$ cat config.mk
export PLATFORM = sky130hd
export DESIGN_NAME = spi_tgt_front
export DESIGN_NICKNAME = d
export VERILOG_FILES = /design/src/rtl/spi_tgt_pkg.sv /design/src/rtl/spi_tgt_sync.sv /design/src/rtl/spi_tgt_hold.sv /design/src/rtl/spi_tgt_shift.sv /design/src/rtl/spi_tgt_front.sv
export SDC_FILE = /design/constraint.sdc
export NUM_CORES = 1
export LEC_CHECK = 0
export ABC_AREA = 1
export BUFFER_PORTS_ARGS = -buffer_cell sky130_fd_sc_hd__buf_2
export CAP_MARGIN = 30
export CORE_MARGIN = 1.5
export CORE_UTILIZATION = 25
export CTS_CLUSTER_SIZE = 16
export DETAILED_ROUTE_END_ITERATION = 16
export SYNTH_ARGS = -nofsm -noshare
export SYNTH_HDL_FRONTEND = slang
export SYNTH_SLANG_ARGS = --single-unit
$ cat constraint.sdc
create_clock -name clk -period 1.3 [get_ports clk]
set_input_delay 0.26 -clock clk [delete_from_list [all_inputs] [get_ports clk]]
set_output_delay 0.26 -clock clk [all_outputs]
set_load 0.005 [all_outputs]
$ cat src/rtl/spi_tgt_pkg.sv
package spi_tgt_pkg;

    localparam int BYTE_W = 8;
    localparam int CNT_W  = $clog2(BYTE_W);

    typedef logic [BYTE_W-1:0] byte_t;
    typedef logic [CNT_W-1:0]  bitcnt_t;

    typedef enum logic [1:0] {
        HS_RUN,
        HS_ENTER_WAIT,
        HS_HELD,
        HS_EXIT_WAIT
    } hold_st_e;

    typedef struct packed {
        logic  cs_n;
        logic  sck;
        logic  hold_n;
        logic  sdi;
    } pins_t;

    function automatic logic st_frozen(hold_st_e st);
        return (st == HS_HELD) || (st == HS_EXIT_WAIT);
    endfunction

    function automatic byte_t shift_in(byte_t cur, logic b);
        return {cur[BYTE_W-2:0], b};
    endfunction

endpackage

$ cat src/rtl/spi_tgt_sync.sv
module spi_tgt_sync
    import spi_tgt_pkg::*;
#(
    parameter int STAGES = 2
) (
    input  logic  clk,
    input  logic  rst,
    input  pins_t pins_in,
    output pins_t pins_s,
    output logic  sck_rise,
    output logic  sck_fall
);
    localparam pins_t IDLE = '{cs_n: 1'b1, sck: 1'b0, hold_n: 1'b1, sdi: 1'b0};

    pins_t stg [STAGES];
    logic  sck_q;

    generate
        for (genvar g = 0; g < STAGES; g++) begin : g_stage
            always_ff @(posedge clk) begin
                if (rst) begin
                    stg[g] <= IDLE;
                end else if (g == 0) begin
                    stg[g] <= pins_in;
                end else begin
                    stg[g] <= stg[(g == 0) ? 0 : g-1];
                end
            end
        end
    endgenerate

    always_ff @(posedge clk) begin
        if (rst) sck_q <= 1'b0;
        else     sck_q <= stg[STAGES-1].sck;
    end

    assign pins_s   = stg[STAGES-1];
    assign sck_rise = pins_s.sck & ~sck_q;
    assign sck_fall = ~pins_s.sck & sck_q;

endmodule

$ cat src/rtl/spi_tgt_hold.sv
module spi_tgt_hold
    import spi_tgt_pkg::*;
(
    input  logic clk,
    input  logic rst,
    input  logic sel,
    input  logic sck_s,
    input  logic hold_s,
    output logic go,
    output logic paused
);
    hold_st_e st, st_nx;

    always_comb begin
        st_nx = st;
        if (!sel) begin
            st_nx = HS_RUN;
        end else begin
            unique case (st)
                HS_RUN:        if (!hold_s) st_nx = sck_s ? HS_ENTER_WAIT : HS_HELD;
                HS_ENTER_WAIT: if (hold_s)  st_nx = HS_RUN;
                               else if (!sck_s) st_nx = HS_HELD;
                HS_HELD:       if (hold_s)  st_nx = sck_s ? HS_EXIT_WAIT : HS_RUN;
                HS_EXIT_WAIT:  if (!hold_s) st_nx = HS_HELD;
                               else if (!sck_s) st_nx = HS_RUN;
                default:       st_nx = HS_RUN;
            endcase
        end
    end

    always_ff @(posedge clk) begin
        if (rst) st <= HS_RUN;
        else     st <= st_nx;
    end

    assign go     = sel && (st == HS_RUN) && hold_s;
    assign paused = st_frozen(st);

endmodule

$ cat src/rtl/spi_tgt_shift.sv
module spi_tgt_shift
    import spi_tgt_pkg::*;
(
    input  logic  clk,
    input  logic  rst,
    input  logic  sel,
    input  logic  go,
    input  logic  held,
    input  logic  rise,
    input  logic  fall,
    input  logic  sdi_s,
    input  byte_t tx_byte,
    input  logic  tx_en,
    output logic  rx_valid,
    output logic  rx_first,
    output byte_t rx_byte,
    output logic  sdo,
    output logic  sdo_oe
);
    bitcnt_t cnt;
    byte_t   rx_sh, tx_sh, rx_nx;
    logic    first_pend;

    assign rx_nx = shift_in(rx_sh, sdi_s);

    always_ff @(posedge clk) begin
        if (rst || !sel) begin
            cnt        <= '0;
            first_pend <= 1'b1;
            rx_sh      <= '0;
            tx_sh      <= '0;
            rx_valid   <= 1'b0;
            rx_first   <= 1'b0;
            rx_byte    <= '0;
            sdo_oe     <= 1'b0;
        end else begin
            rx_valid <= 1'b0;
            sdo_oe   <= tx_en && !held;
            if (rise && go) begin
                rx_sh <= rx_nx;
                if (cnt == bitcnt_t'(BYTE_W-1)) begin
                    cnt        <= '0;
                    rx_valid   <= 1'b1;
                    rx_byte    <= rx_nx;
                    rx_first   <= first_pend;
                    first_pend <= 1'b0;
                end else begin
                    cnt <= cnt + 1'b1;
                end
            end
            if (fall && go) begin
                if (cnt == '0) tx_sh <= tx_byte;
                else           tx_sh <= {tx_sh[BYTE_W-2:0], 1'b0};
            end
        end
    end

    assign sdo = tx_sh[BYTE_W-1];

endmodule

$ cat src/rtl/spi_tgt_front.sv
module spi_tgt_front
    import spi_tgt_pkg::*;
#(
    parameter int SYNC_STAGES = 2
) (
    input  logic        clk,
    input  logic        rst,
    input  logic        cs_n,
    input  logic        sck,
    input  logic        sdi,
    input  logic        hold_n,
    input  logic [7:0]  tx_byte,
    input  logic        tx_en,
    output logic        sdo,
    output logic        sdo_oe,
    output logic        rx_valid,
    output logic        rx_first,
    output logic [7:0]  rx_byte,
    output logic        paused
);
    pins_t pins_in, pins_s;
    logic  sck_rise, sck_fall, go, cs_s;

    assign pins_in = '{cs_n: cs_n, sck: sck, hold_n: hold_n, sdi: sdi};
    assign cs_s    = pins_s.cs_n;

    spi_tgt_sync #(.STAGES(SYNC_STAGES)) u_sync (
        .clk(clk), .rst(rst), .pins_in(pins_in), .pins_s(pins_s),
        .sck_rise(sck_rise), .sck_fall(sck_fall)
    );

    spi_tgt_hold u_hold (
        .clk(clk), .rst(rst), .sel(!cs_s), .sck_s(pins_s.sck),
        .hold_s(pins_s.hold_n), .go(go), .paused(paused)
    );

    spi_tgt_shift u_shift (
        .clk(clk), .rst(rst), .sel(!cs_s), .go(go), .held(paused),
        .rise(sck_rise), .fall(sck_fall), .sdi_s(pins_s.sdi),
        .tx_byte(tx_byte), .tx_en(tx_en), .rx_valid(rx_valid),
        .rx_first(rx_first), .rx_byte(rx_byte), .sdo(sdo), .sdo_oe(sdo_oe)
    );

endmodule

; Word-level counts from Yosys, hierarchy flattened
; Memories as Yosys holds them, arrays and structs flattened.
; Cells that the tools add are included.
[word_totals]
ff_bits = 33
ram_bits = 8
inputBits = 15
out_inout_bits = 13
wordCells = 59
n_memories = 1
[classes]
addsub = 1
n_eq_ne = 8
n_mux = 17
n_bitwise = 7
n_reduce_logical = 15
[mem_list]
columns = memory, depth, width, rd, rd_ports_with_merged_regs, wr, line_no
row1 = u_sync.stg, 2, 4, 2, 0, 2, spi_tgt_sync.sv:15  ; pins_t stg [STAGES];
[ops]
columns = op, n
row1 = 2-bit 2-to-1 mux, 8
row2 = 4-bit 2-to-1 mux, 2
row3 = 8-bit 2-to-1 mux, 1
row4 = 2-bit case mux with 4 select lines, 1
row5 = 3-bit inequality test (second input constant), 2
row6 = 1-bit logical AND, 5
row7 = 2-bit equality test (second input constant), 2
row8 = 1-bit 2-to-1 mux, 4
row9 = 2-bit inequality test (second input constant), 2
row10 = 4-bit AND reduction, 1
row11 = 2-bit OR reduction, 2
row12 = 3-bit by 1-bit adder with 3-bit output (second input constant), 1
row13 = 3-bit equality test (second input constant), 1
row14 = 3-bit logical NOT, 1
row15 = 3-bit 2-to-1 mux, 1
row16 = 1-bit NOT, 3
row17 = 1-bit bitwise AND, 2
row18 = 2-bit by 1-bit equality test with 1-bit output (second input constant), 1
row19 = 1-bit logical NOT, 2
row20 = 2-bit logical NOT, 1
row21 = 1-bit logical OR, 2
row22 = 1-bit OR, 2
row23 = 2-bit AND reduction, 1

; Longest topological paths before layout
; Gate-level depths: netlist of run 1.
[logic_depth]
depth_word = 6
mapped_depth = 8
ltp_nobuf = 7

; By module
; From an unflattened synthesis of run 1, not the netlist that was laid out.
[hier_totals]
hier_cells = 219
hier_area_um2 = 1625.3
[by_module_without_submodules]
columns = module, n_inst, cells_each, area_each_um2, seq_area_each_um2
row1 = spi_tgt_shift, 1, 169, 1257.5, 600.6
row2 = spi_tgt_sync, 1, 31, 262.8, 180.2
row3 = spi_tgt_hold, 1, 18, 101.3, 40.0
row4 = spi_tgt_front, 1, 1, 3.8, 0.0

; Worst setup path after synthesis of run 1
; No wires, ideal clock.
[synth_path]
path_kind = reg2reg
startpoint = register u_shift.cnt[0]
endpoint = register u_shift.tx_sh[1]
setup_ns = 0.070
arrival_ns = 1.142
t_required_ns = 1.230
path_slack_ns = 0.088
path_stages_with_launch = 9
n_path_buf = 1
synth_period_minus_slack_ns = 1.212
path_cell_list = dfxtp_1 -> inv_1 -> ha_1 -> buf_2 -> nand2_1 -> nand2_1 -> nand2_1 -> nand3_1 -> a21oi_1
[synth_between]
elab_chain_cells = 2
[synth_rtl]
columns = element, line_no
row1 = "start, declared", spi_tgt_shift.sv:20  ; bitcnt_t cnt;
row2 = "start signal, assigned", spi_tgt_shift.sv:48  ; cnt <= cnt + 1'b1;
row3 = 3-bit logical NOT, spi_tgt_shift.sv:52  ; if (cnt == '0) tx_sh <= tx_byte;
row4 = 8-bit 2-to-1 mux, spi_tgt_shift.sv:52
row5 = "end signal, assigned", spi_tgt_shift.sv:52
row6 = "end signal, assigned", spi_tgt_shift.sv:53  ; else tx_sh <= {tx_sh[BYTE_W-2:0], 1'b0};
row7 = "end, declared", spi_tgt_shift.sv:21  ; byte_t rx_sh, tx_sh, rx_nx;
; Every way passes these cells.
; A chain may end at the register's enable or synchronous reset.

; Worst setup path in the final report of run 1
[layout_path]
startpoint = register u_hold.st[0]
endpoint = register u_shift.rx_sh[1]
[layout_between]
elab_chain_cells = 4
[layout_rtl]
columns = element, line_no
row1 = "start, declared", spi_tgt_hold.sv:12  ; hold_st_e st, st_nx;
row2 = "start signal, assigned", spi_tgt_hold.sv:33  ; else st <= st_nx;
row3 = 2-bit logical NOT, spi_tgt_hold.sv:36  ; assign go = sel && (st == HS_RUN) && hold_s;
row4 = 1-bit logical AND (2 in series), spi_tgt_hold.sv:36
row5 = 1-bit logical AND, spi_tgt_shift.sv:39  ; if (rise && go) begin
row6 = "end signal, assigned", spi_tgt_shift.sv:40  ; rx_sh <= rx_nx;
row7 = "end, declared", spi_tgt_shift.sv:21
; Every way passes these cells.

==> impl_metrics.csv, run 1 <==
group,metric,value,unit
status,status,"complete, no violations",
synthesis,syn_nets,242,
floorplanning,fp.dieH,84.6,um
floorplanning,ios,28,
power_and_ir_drop,pwr_density_cell,1060,nW/um2
hold_path,hp-class,"input pin to flop",
synthesis,synth_seq_cells,41,
synthesis,syn_avg_cell_area,7.44,um2
setup_path,crit_fanout,5,
synthesis,yosysWarnings,0,
setup_path,critPathCaptureType,"flop",
place,routabilityCongestion,0.754,
cells_and_area,final_cell_mix,"nand2_1 (59), dfxtp_1 (39), buf_2 (27)",
setup_path,crit_chain,"nor2_1 -> nand2_2 -> nor2_4 -> nand2_1 -> a21oi_1",
timing,max_freq,0.842,GHz
synthesis,synth.top_cell.area_share,49.2,%
synthesis,synth_top_family_by_area,"simple AND/OR/NAND/NOR gates",
floorplanning,rows,29,
timing,setup-tns-final,0,ns
route,drt_iter0_drc,103,
cells_and_area,layout_commonest_cell,"nand2_1",
clock_network,cts_tree,"done",
cells_and_area,fin_util,32.4,%
setup_path,worstSetupPathType,"flop to flop",
setup_path,start_kind,"flop",
global_routing,grt_use_total,9.72,%
synthesis,synthXorXnorAreaFrac,0,%
power_and_ir_drop,power.total,0.00218,W
floorplanning,coreArea,6390,um2
cells_and_area,final_cell_area,2070,um2
clock_network,clk_pin_slew,0.08,ns
route,dr.pass1.iters,4,
setup_path,slowest_stage,"dfxtp_1",
route,wl,3450,um
timing,worst_pin_slew,0.273,ns
cells_and_area,nets,281,
place,io_buffers,27,
timing,min_period,1.19,ns
clock_network,clockBufferDepth,2,
floorplanning,start_util,26.1,%
global_routing,grt-ovfl-total,0,
timing,finalSetupViolCount,0,
setup_path,arrival,1.41,ns
clock_network,root_buffer,"clkbuf_8",
synthesis,synth_cell_types,19,
clock_network,hold_buffers,0,
timing,timing.final.crit_share,91.4,%
synthesis,synth_compound_area_share,6.61,%
route,final_antenna_net_count,0,
clock_network,cts_buffers,5,
place,dp_hpwl,2370,um
synthesis,synthAdderAreaFrac,2.25,%
setup_path,slowest_delay,0.32,ns
synthesis,synth_area_leaders,"dfxtp_1 (49%), nand2_1 (14%), nand3_1 (6.6%)",
timing,relSlewSlack,81.7,%
timing,fin_skew,0.00767,ns
floorplanning,dieArea,7160,um2
floorplanning,die_w,84.6,um
route,viasPerCell,4.17,
timing,drv_slew,0,
cells_and_area,drive_above_1_share,27.3,%
global_routing,antenna_found_initial,0,
cells_and_area,area_growth,24.0,%
synthesis,synthCells,224,
synthesis,yosysTopAreaCell,"dfxtp_1",
power_and_ir_drop,leakagePower,0.872,nW
cells_and_area,antenna_cells,0,
global_routing,grt_max_degree,18,
clock_network,htree_levels,2,
route,wire_per_inst,10.1,um
setup_path,crit_required,1.52,ns
route,vias,1421,
synthesis,syn-cell-area,1670,um2
power_and_ir_drop,vdd_ir_drop_max,0.377,mV
synthesis,synth-simple-area-share,32.6,%
place,placed_cell_area,1950,um2
global_routing,grt_pass1_wl,5560,um
clock_network,clock_latency,0.29,ns
synthesis,muxShareOfSynthArea,0,%
clock_network,clock_sinks,41,
global_routing,first_global_vias,1259,
synthesis,seq_area_frac_synth,49.2,%
timing,finalHoldViolCount,0,
timing,rsz0062_at_grt,"yes",
route,drc_errors,0,
setup_path,ff2ff_setup_slack,0.11,ns
run,maxCapViolations,0,
-- final timing paths --
| check | start | cells past startpoint | endpoint |
|---|---|---|---|
| hold / removal | cs_n | 2 | u_sync.stg[0][3] |
| setup / recovery | u_hold.st[0] | 5 | u_shift.rx_sh[1] |
| hold reg to reg | u_sync.stg[0][2] | 2 | u_sync.stg[1][2] |
| setup reg to reg | u_hold.st[0] | 5 | u_shift.rx_sh[1] |
-- sequential cells by signal, indices dropped and copies added, names as in the netlist, 2 cells and up --
| name | flops |
|---|---|
| u_shift.cnt | 3 |
| u_shift.rx_sh | 7 |
| u_hold.st | 2 |
| u_shift.tx_sh | 8 |
| u_shift.rx_byte | 8 |
| u_sync.stg | 8 |
-- worst max-delay path: cells and delay by family, from the launching register on --
kind / cells / cell delay [ns]
simple gates: 4 / 0.68
flops: 1 / 0.32
compound gates: 1 / 0.12
-- where the power goes --
part           internal, W  switching (W)
Combinational    0.0000470      0.0000583
Clock             0.000370       0.000435
Sequential         0.00127     0.00000545
Total              0.00169       0.000499
-- cells by family (layout without fill, tap and decap cells) --
| logic type | Yosys count | in the layout |
|---|---|---|
| buffers and inverters | 37 | 76 |
| AO/OA/AOI/OAI | 22 | 22 |
| flip-flops | 41 | 41 |
| adder cells (fa/ha/maj) | 3 | 3 |
| AND/OR/NAND/NOR | 121 | 122 |
-- cells in the mapped netlist --
cell type / n
nor2_1: 23
nor2_4: 3
inv_2: 3
nand3_1: 22
dfxtp_1: 41
nor4_1: 1
buf_2: 7
nand3_4: 1
clkbuf_1: 1
a21oi_1: 19
nand2_2: 1
nand4_1: 2
nand2_1: 62
o21ai_0: 3
ha_1: 3
buf_6: 1
or2_2: 4
nor2_2: 2
inv_1: 25
-- repair_timing --
item,in CTS,in global routing
pin swaps,0,2
cloned,0,1
hold endpoints to repair,0,0
gates resized for setup,1,11
buffers inserted,0,0
setup endpoints to repair,1,29
-- layer usage --
layer | GRT usage, % | routed length [um]
met3 | 3.64 | 214
met2 | 15.3 | 1560
met5 | 0 | 0
met4 | 4.84 | 63
met1 | 11.6 | 1610
-- area by class of cell --
class,instances,area (um2)
clock buffer,5,68.8
tap,77,96.3
multi-input combinational,147,719
sequential,41,823
fill,689,4320
timing repair buffer,40,236
inverter,28,105
clock inverter,3,17.5
-- per-stage QoR --
step	instances	worst slack, ns	hold WS (ns)
final	341	0.112	0.148
after global routing	341	-0.0133	0.132
after CTS	340	0.00656	0.139
after detailed placement	332	0.0104	0.394
after global placement	332	0.0508	0.393
after floorplan	224	0.0879	0.364
Power figures use the tool's default switching activity.
==> run 2, diff against run 1 <==
==> constraint.sdc (replaced) <==
create_clock -name clk -period 1.3 [get_ports clk]
set_input_delay 0.26 -clock clk [delete_from_list [all_inputs] [get_ports clk]]
set_output_delay 0.26 -clock clk [all_outputs]
set_load 0.1 [all_outputs]
==> run 2 against run 1 <==
Worst setup slack lost 0.064 ns. Via count grew 3.3%. Routed wire length grew 3.0%.
==> impl_metrics.csv, run 2 (synthesis results as in run 1) <==
group,metric,value,unit
route,viasPerCell,4.29,
clock_network,hold_buffers,0,
setup_path,slowest_delay,0.40,ns
status,status,"complete, no violations",
route,drt_iter0_drc,84,
route,wire_per_inst,10.4,um
timing,finalHoldViolCount,0,
timing,fin_skew,0.00500,ns
place,routabilityCongestion,0.760,
global_routing,grt_use_total,10.3,%
clock_network,root_buffer,"clkbuf_8",
hold_path,hp-class,"input pin to flop",
global_routing,antenna_found_initial,0,
place,io_buffers,27,
route,vias,1468,
clock_network,htree_levels,2,
cells_and_area,final_cell_area,2310,um2
floorplanning,dieArea,7160,um2
place,dp_slack,-0.00311,ns
setup_path,crit_chain,"buf_4 -> buf_12",
timing,drv_slew,0,
floorplanning,start_util,26.1,%
clock_network,clockBufferDepth,2,
timing,relSlewSlack,82.5,%
route,drc_errors,0,
setup_path,worstSetupPathType,"flop to output port",
clock_network,cts_buffers,5,
place,dp_hpwl,2360,um
setup_path,critPathCaptureType,"output port",
setup_path,crit_fanout,3,
power_and_ir_drop,vdd_ir_drop_max,0.479,mV
power_and_ir_drop,clockPowerShare,43.1,%
floorplanning,ios,28,
setup_path,path_delay_family,"flip-flops",
cells_and_area,layout_commonest_cell,"nand2_1",
global_routing,grt-ovfl-total,0,
setup_path,cp_num_buf_inv,2,
cells_and_area,final_cell_mix,"nand2_1 (59), dfxtp_1 (39), inv_1 (23)",
power_and_ir_drop,seqPwrFrac,52.3,%
cells_and_area,nets,282,
global_routing,grt_max_degree,18,
power_and_ir_drop,power.total,0.00244,W
floorplanning,rows,29,
setup_path,crit_required,1.04,ns
cells_and_area,reg_top3,"u_shift.rx_byte (8), u_shift.tx_sh (8), u_sync.stg (8)",
global_routing,first_global_vias,1350,
clock_network,clock_latency,0.29,ns
power_and_ir_drop,power_switching,0.000496,W
route,wl,3550,um
timing,worst_pin_slew,0.262,ns
cells_and_area,final_cells,342,
cells_and_area,nFillCells,660,
timing,finalSetupViolCount,0,
cells_and_area,area_growth,38.5,%
setup_path,ff2ff_setup_slack,0.07,ns
floorplanning,fp.dieH,84.6,um
setup_path,slowest_stage,"dfxtp_1",
timing,max_freq,0.799,GHz
cells_and_area,antenna_cells,0,
timing,hold_slack,0.148,ns
timing,timing.final.crit_share,96.3,%
place,placed_cell_area,2130,um2
floorplanning,die_w,84.6,um
place,dp.cells,331,
cells_and_area,drive_above_1_share,27.5,%
floorplanning,coreArea,6390,um2
power_and_ir_drop,pwr_density_cell,1060,nW/um2
run,maxCapViolations,0,
timing,worst_slack,0.0478,ns
global_routing,grt_pass1_wl,5930,um
power_and_ir_drop,intPower,0.00194,W
power_and_ir_drop,p_comb_share,4.6,%
route,final_antenna_net_count,0,
timing,min_period,1.25,ns
clock_network,clk_pin_slew,0.07,ns
route,dr.pass1.iters,4,
clock_network,cts_tree,"done",
power_and_ir_drop,leakagePower,0.929,nW
setup_path,start_kind,"flop",
clock_network,clock_sinks,41,
power_and_ir_drop,p_sw_share,20.3,%
setup_path,arrival,0.99,ns
run 2: repair_timing:
action	in CTS	in global routing
setup buffers	0	1
pin swaps	0	2
resized for setup	1	15
endpoints found under the setup margin	8	28
cloned	0	2
run 2: cell type report:
type / instances / area [um2] / area share (%)
timing repair buffer: 41 / 443 / 19.2
tap: 77 / 96.3 / 4.17
clock buffer: 7 / 86.3 / 3.74
sequential: 41 / 823 / 35.7
clock inverter: 1 / 30.0 / 1.30
multi-input combinational: 147 / 722 / 31.3
inverter: 28 / 108 / 4.66
run 2: final timing paths:
| kind | start | endpoint | depth (start not counted) |
|---|---|---|---|
| setup / recovery | u_hold.st[1] | paused | 2 |
| hold / removal | cs_n | u_sync.stg[0][3] | 2 |
| setup reg to reg | u_shift.cnt[1] | u_shift.rx_byte[6] | 7 |
| hold reg to reg | u_sync.stg[0][2] | u_sync.stg[1][2] | 2 |
run 2: per-layer routing:
metal | vias up | wire, um | track usage, %
met2 | 33 | 1630 | 17.0
met4 | 0 | 85 | 4.55
met5 | - | 0 | 0
met3 | 8 | 178 | 3.24
met1 | 652 | 1650 | 12.3
li1 | 775 | - | -
run 2: worst reg2reg max path: cells and delay by family, from the launching register on:
family | cells | cell delay [ns]
buffers and inverters | 2 | 0.22
AND/OR/NAND/NOR | 3 | 0.29
flip-flops | 1 | 0.34
adder cells (fa/ha/maj) | 2 | 0.32
run 2: power groups by stage:
stage          registers, W  clock network, W   logic, W
2_1_floorplan       0.00131                 0  0.0000601
3_3_place_gp        0.00130                 0   0.000108
3_5_place_dp        0.00130                 0   0.000108
4_1_cts             0.00127           0.00108   0.000108
5_1_grt             0.00128           0.00113   0.000126
6_report            0.00127           0.00105   0.000113
run 2: metrics by stage:
| step | util, % | setup TNS (ns) |
|---|---|---|
| 3_3_place_gp | 33.4 | 0 |
| 5_1_grt | 36.1 | -0.0136 |
| 2_1_floorplan | - | 0 |
| 4_1_cts | 35.2 | 0 |
| 3_5_place_dp | 33.4 | -0.00311 |
| 6_report | 36.1 | 0 |
==> run 3, diff against run 2 <==
BUFFER_PORTS_ARGS = unset   (was -buffer_cell sky130_fd_sc_hd__buf_2)
CORE_UTILIZATION = 50   (was 25)
DONT_BUFFER_PORTS = 1   (was unset)
PLACE_DENSITY = 0.68   (was unset)
==> run 3 against run 2 <==
Power fell by 15%. Largest cell class unchanged. Via count fell by 4.1%. Critical path depth fell by 1. Clock-buffer cell count did not move. Global-route usage rose by 8.1 points. Sequential cell count did not move.
==> impl_metrics.csv, run 3 (synthesis results as in run 1) <==
group,metric,value,unit
cells_and_area,area_growth,21.8,%
timing,drv_slew,0,
timing,max_freq,0.798,GHz
setup_path,crit_required,1.04,ns
cells_and_area,antenna_cells,0,
global_routing,grt_max_degree,18,
cells_and_area,reg_top3,"u_shift.rx_byte (8), u_shift.tx_sh (8), u_sync.stg (8)",
setup_path,crit_fanout,2,
route,wire_per_inst,10.7,um
cells_and_area,fin_util,65.4,%
cells_and_area,nFillCells,278,
timing,timing.final.crit_share,96.4,%
setup_path,slowest_delay,0.35,ns
power_and_ir_drop,leakagePower,0.820,nW
global_routing,grt-ovfl-total,0,
timing,relSlewSlack,75.3,%
clock_network,clock_latency,0.35,ns
cells_and_area,layout_commonest_cell,"nand2_1",
setup_path,cp_num_buf_inv,1,
route,final_antenna_net_count,0,
clock_network,cts_buffers,5,
power_and_ir_drop,vdd_ir_drop_max,0.765,mV
setup_path,slowest_stage,"dfxtp_1",
setup_path,arrival,0.99,ns
setup_path,start_kind,"flop",
clock_network,root_buffer,"clkbuf_4",
timing,finalHoldViolCount,0,
setup_path,crit_chain,"buf_4",
setup_path,path_delay_family,"flip-flops",
cells_and_area,multi_input_area,738,um2
route,wl,3160,um
status,status,"complete, no violations",
clock_network,clk_pin_slew,0.11,ns
global_routing,grt_pass1_wl,4980,um
place,dp_hpwl,2180,um
cells_and_area,nets,268,
timing,rsz0062_at_grt,"yes",
floorplanning,die_w,60.7,um
place,io_buffers,0,
route,drc_errors,0,
place,placed_cell_area,1840,um2
run,maxCapViolations,0,
cells_and_area,final_cell_area,2030,um2
global_routing,grt_use_total,18.5,%
cells_and_area,drive_above_1_share,22.7,%
timing,finalSetupViolCount,0,
route,dr.pass1.iters,4,
floorplanning,rows,20,
hold_path,hp-class,"input pin to flop",
timing,fin_skew,0.00561,ns
cells_and_area,final_cell_mix,"nand2_1 (60), dfxtp_1 (38), inv_1 (22), nor2_1 (22), nand3_1 (21)",
clock_network,clock_sinks,41,
floorplanning,fp.dieH,60.7,um
floorplanning,start_util,53.7,%
route,vias,1408,
global_routing,antenna_found_initial,0,
timing,worst_pin_slew,0.371,ns
clock_network,cts_tree,"done",
clock_network,htree_levels,2,
clock_network,clockBufferDepth,2,
route,viasPerCell,4.77,
power_and_ir_drop,pwr_density_cell,1020,nW/um2
global_routing,first_global_vias,1187,
setup_path,critPathCaptureType,"output port",
route,drt_iter0_drc,83,
floorplanning,coreArea,3100,um2
cells_and_area,seqCellArea,825,um2
timing,hold_slack,0.00912,ns
timing,min_period,1.25,ns
place,routabilityCongestion,0.780,
floorplanning,ios,28,
floorplanning,dieArea,3690,um2
setup_path,worstSetupPathType,"flop to output port",
==> run 3: changes by cell type in the layout (fill, tap and decap cells not counted), moves of 2 or more <==
cell,change
ha_4,+2
buf_4,+8
buf_12,-13
clkbuf_8,-4
clkbuf_4,+5
buf_2,-14
dlygate4sd3_1,+5
inv_2,+2
nor2_2,-2
==> run 3: path summary, 6_finish.rpt <==
path | depth (start not counted) | slack, ns | from | endpoint
worst max-delay path | 1 | 0.05 | u_shift.rx_byte[4] | rx_byte[4]
worst min-delay path | 1 | 0.009 | hold_n | u_sync.stg[0][1]
worst max register to register | 7 | 0.07 | u_shift.cnt[1] | u_shift.rx_byte[1]
worst min register to register | 2 | 0.41 | u_sync.stg[0][2] | u_sync.stg[1][2]
==> run 3: final cells by class <==
| type | count | area share, % |
|---|---|---|
| repair buffers | 28 | 11.7 |
| clock buffers | 7 | 3.20 |
| well taps | 44 | 2.71 |
| flip-flops and latches | 41 | 40.6 |
| multi-input cells | 146 | 36.4 |
| clock inverters | 1 | 0.246 |
| inverters | 28 | 5.18 |
==> run 3: what timing repair did <==
item,in CTS,in global routing
pin swaps,1,2
resized for setup,4,16
setup endpoints to repair,8,24
hold buffers,3,2
buffers inserted,0,1
hold endpoints to repair,5,2
==> run 3: where the power goes <==
part           switching, W  internal (W)  leakage [nW]
registers        0.00000592       0.00127         0.334
logic             0.0000542     0.0000392         0.445
clock network      0.000389      0.000314        0.0413
==> run 3: per-stage QoR <==
stage | setup WS, ns | TNS [ns] | std cells | total power, W
after global routing | -0.0134 | -0.0246 | 295 | 0.00214
final | 0.0468 | 0 | 295 | 0.00207
after CTS | 0.0146 | 0 | 292 | 0.00208
after global placement | 0.0415 | 0 | 281 | 0.00138
after detailed placement | -0.00416 | -0.00416 | 281 | 0.00138
after floorplan | 0.00579 | 0 | 224 | 0.00137
==> run 3: metal layers <==
metal / part of all wire [%] / track usage, % / vias to the layer above
met2: 46 / 30.0 / 30
met1: 47 / 22.9 / 626
met4: 1.6 / 6.52 / 0
met3: 5.1 / 6.40 / 6
met5: 0 / 0 / -
li1: - / - / 746
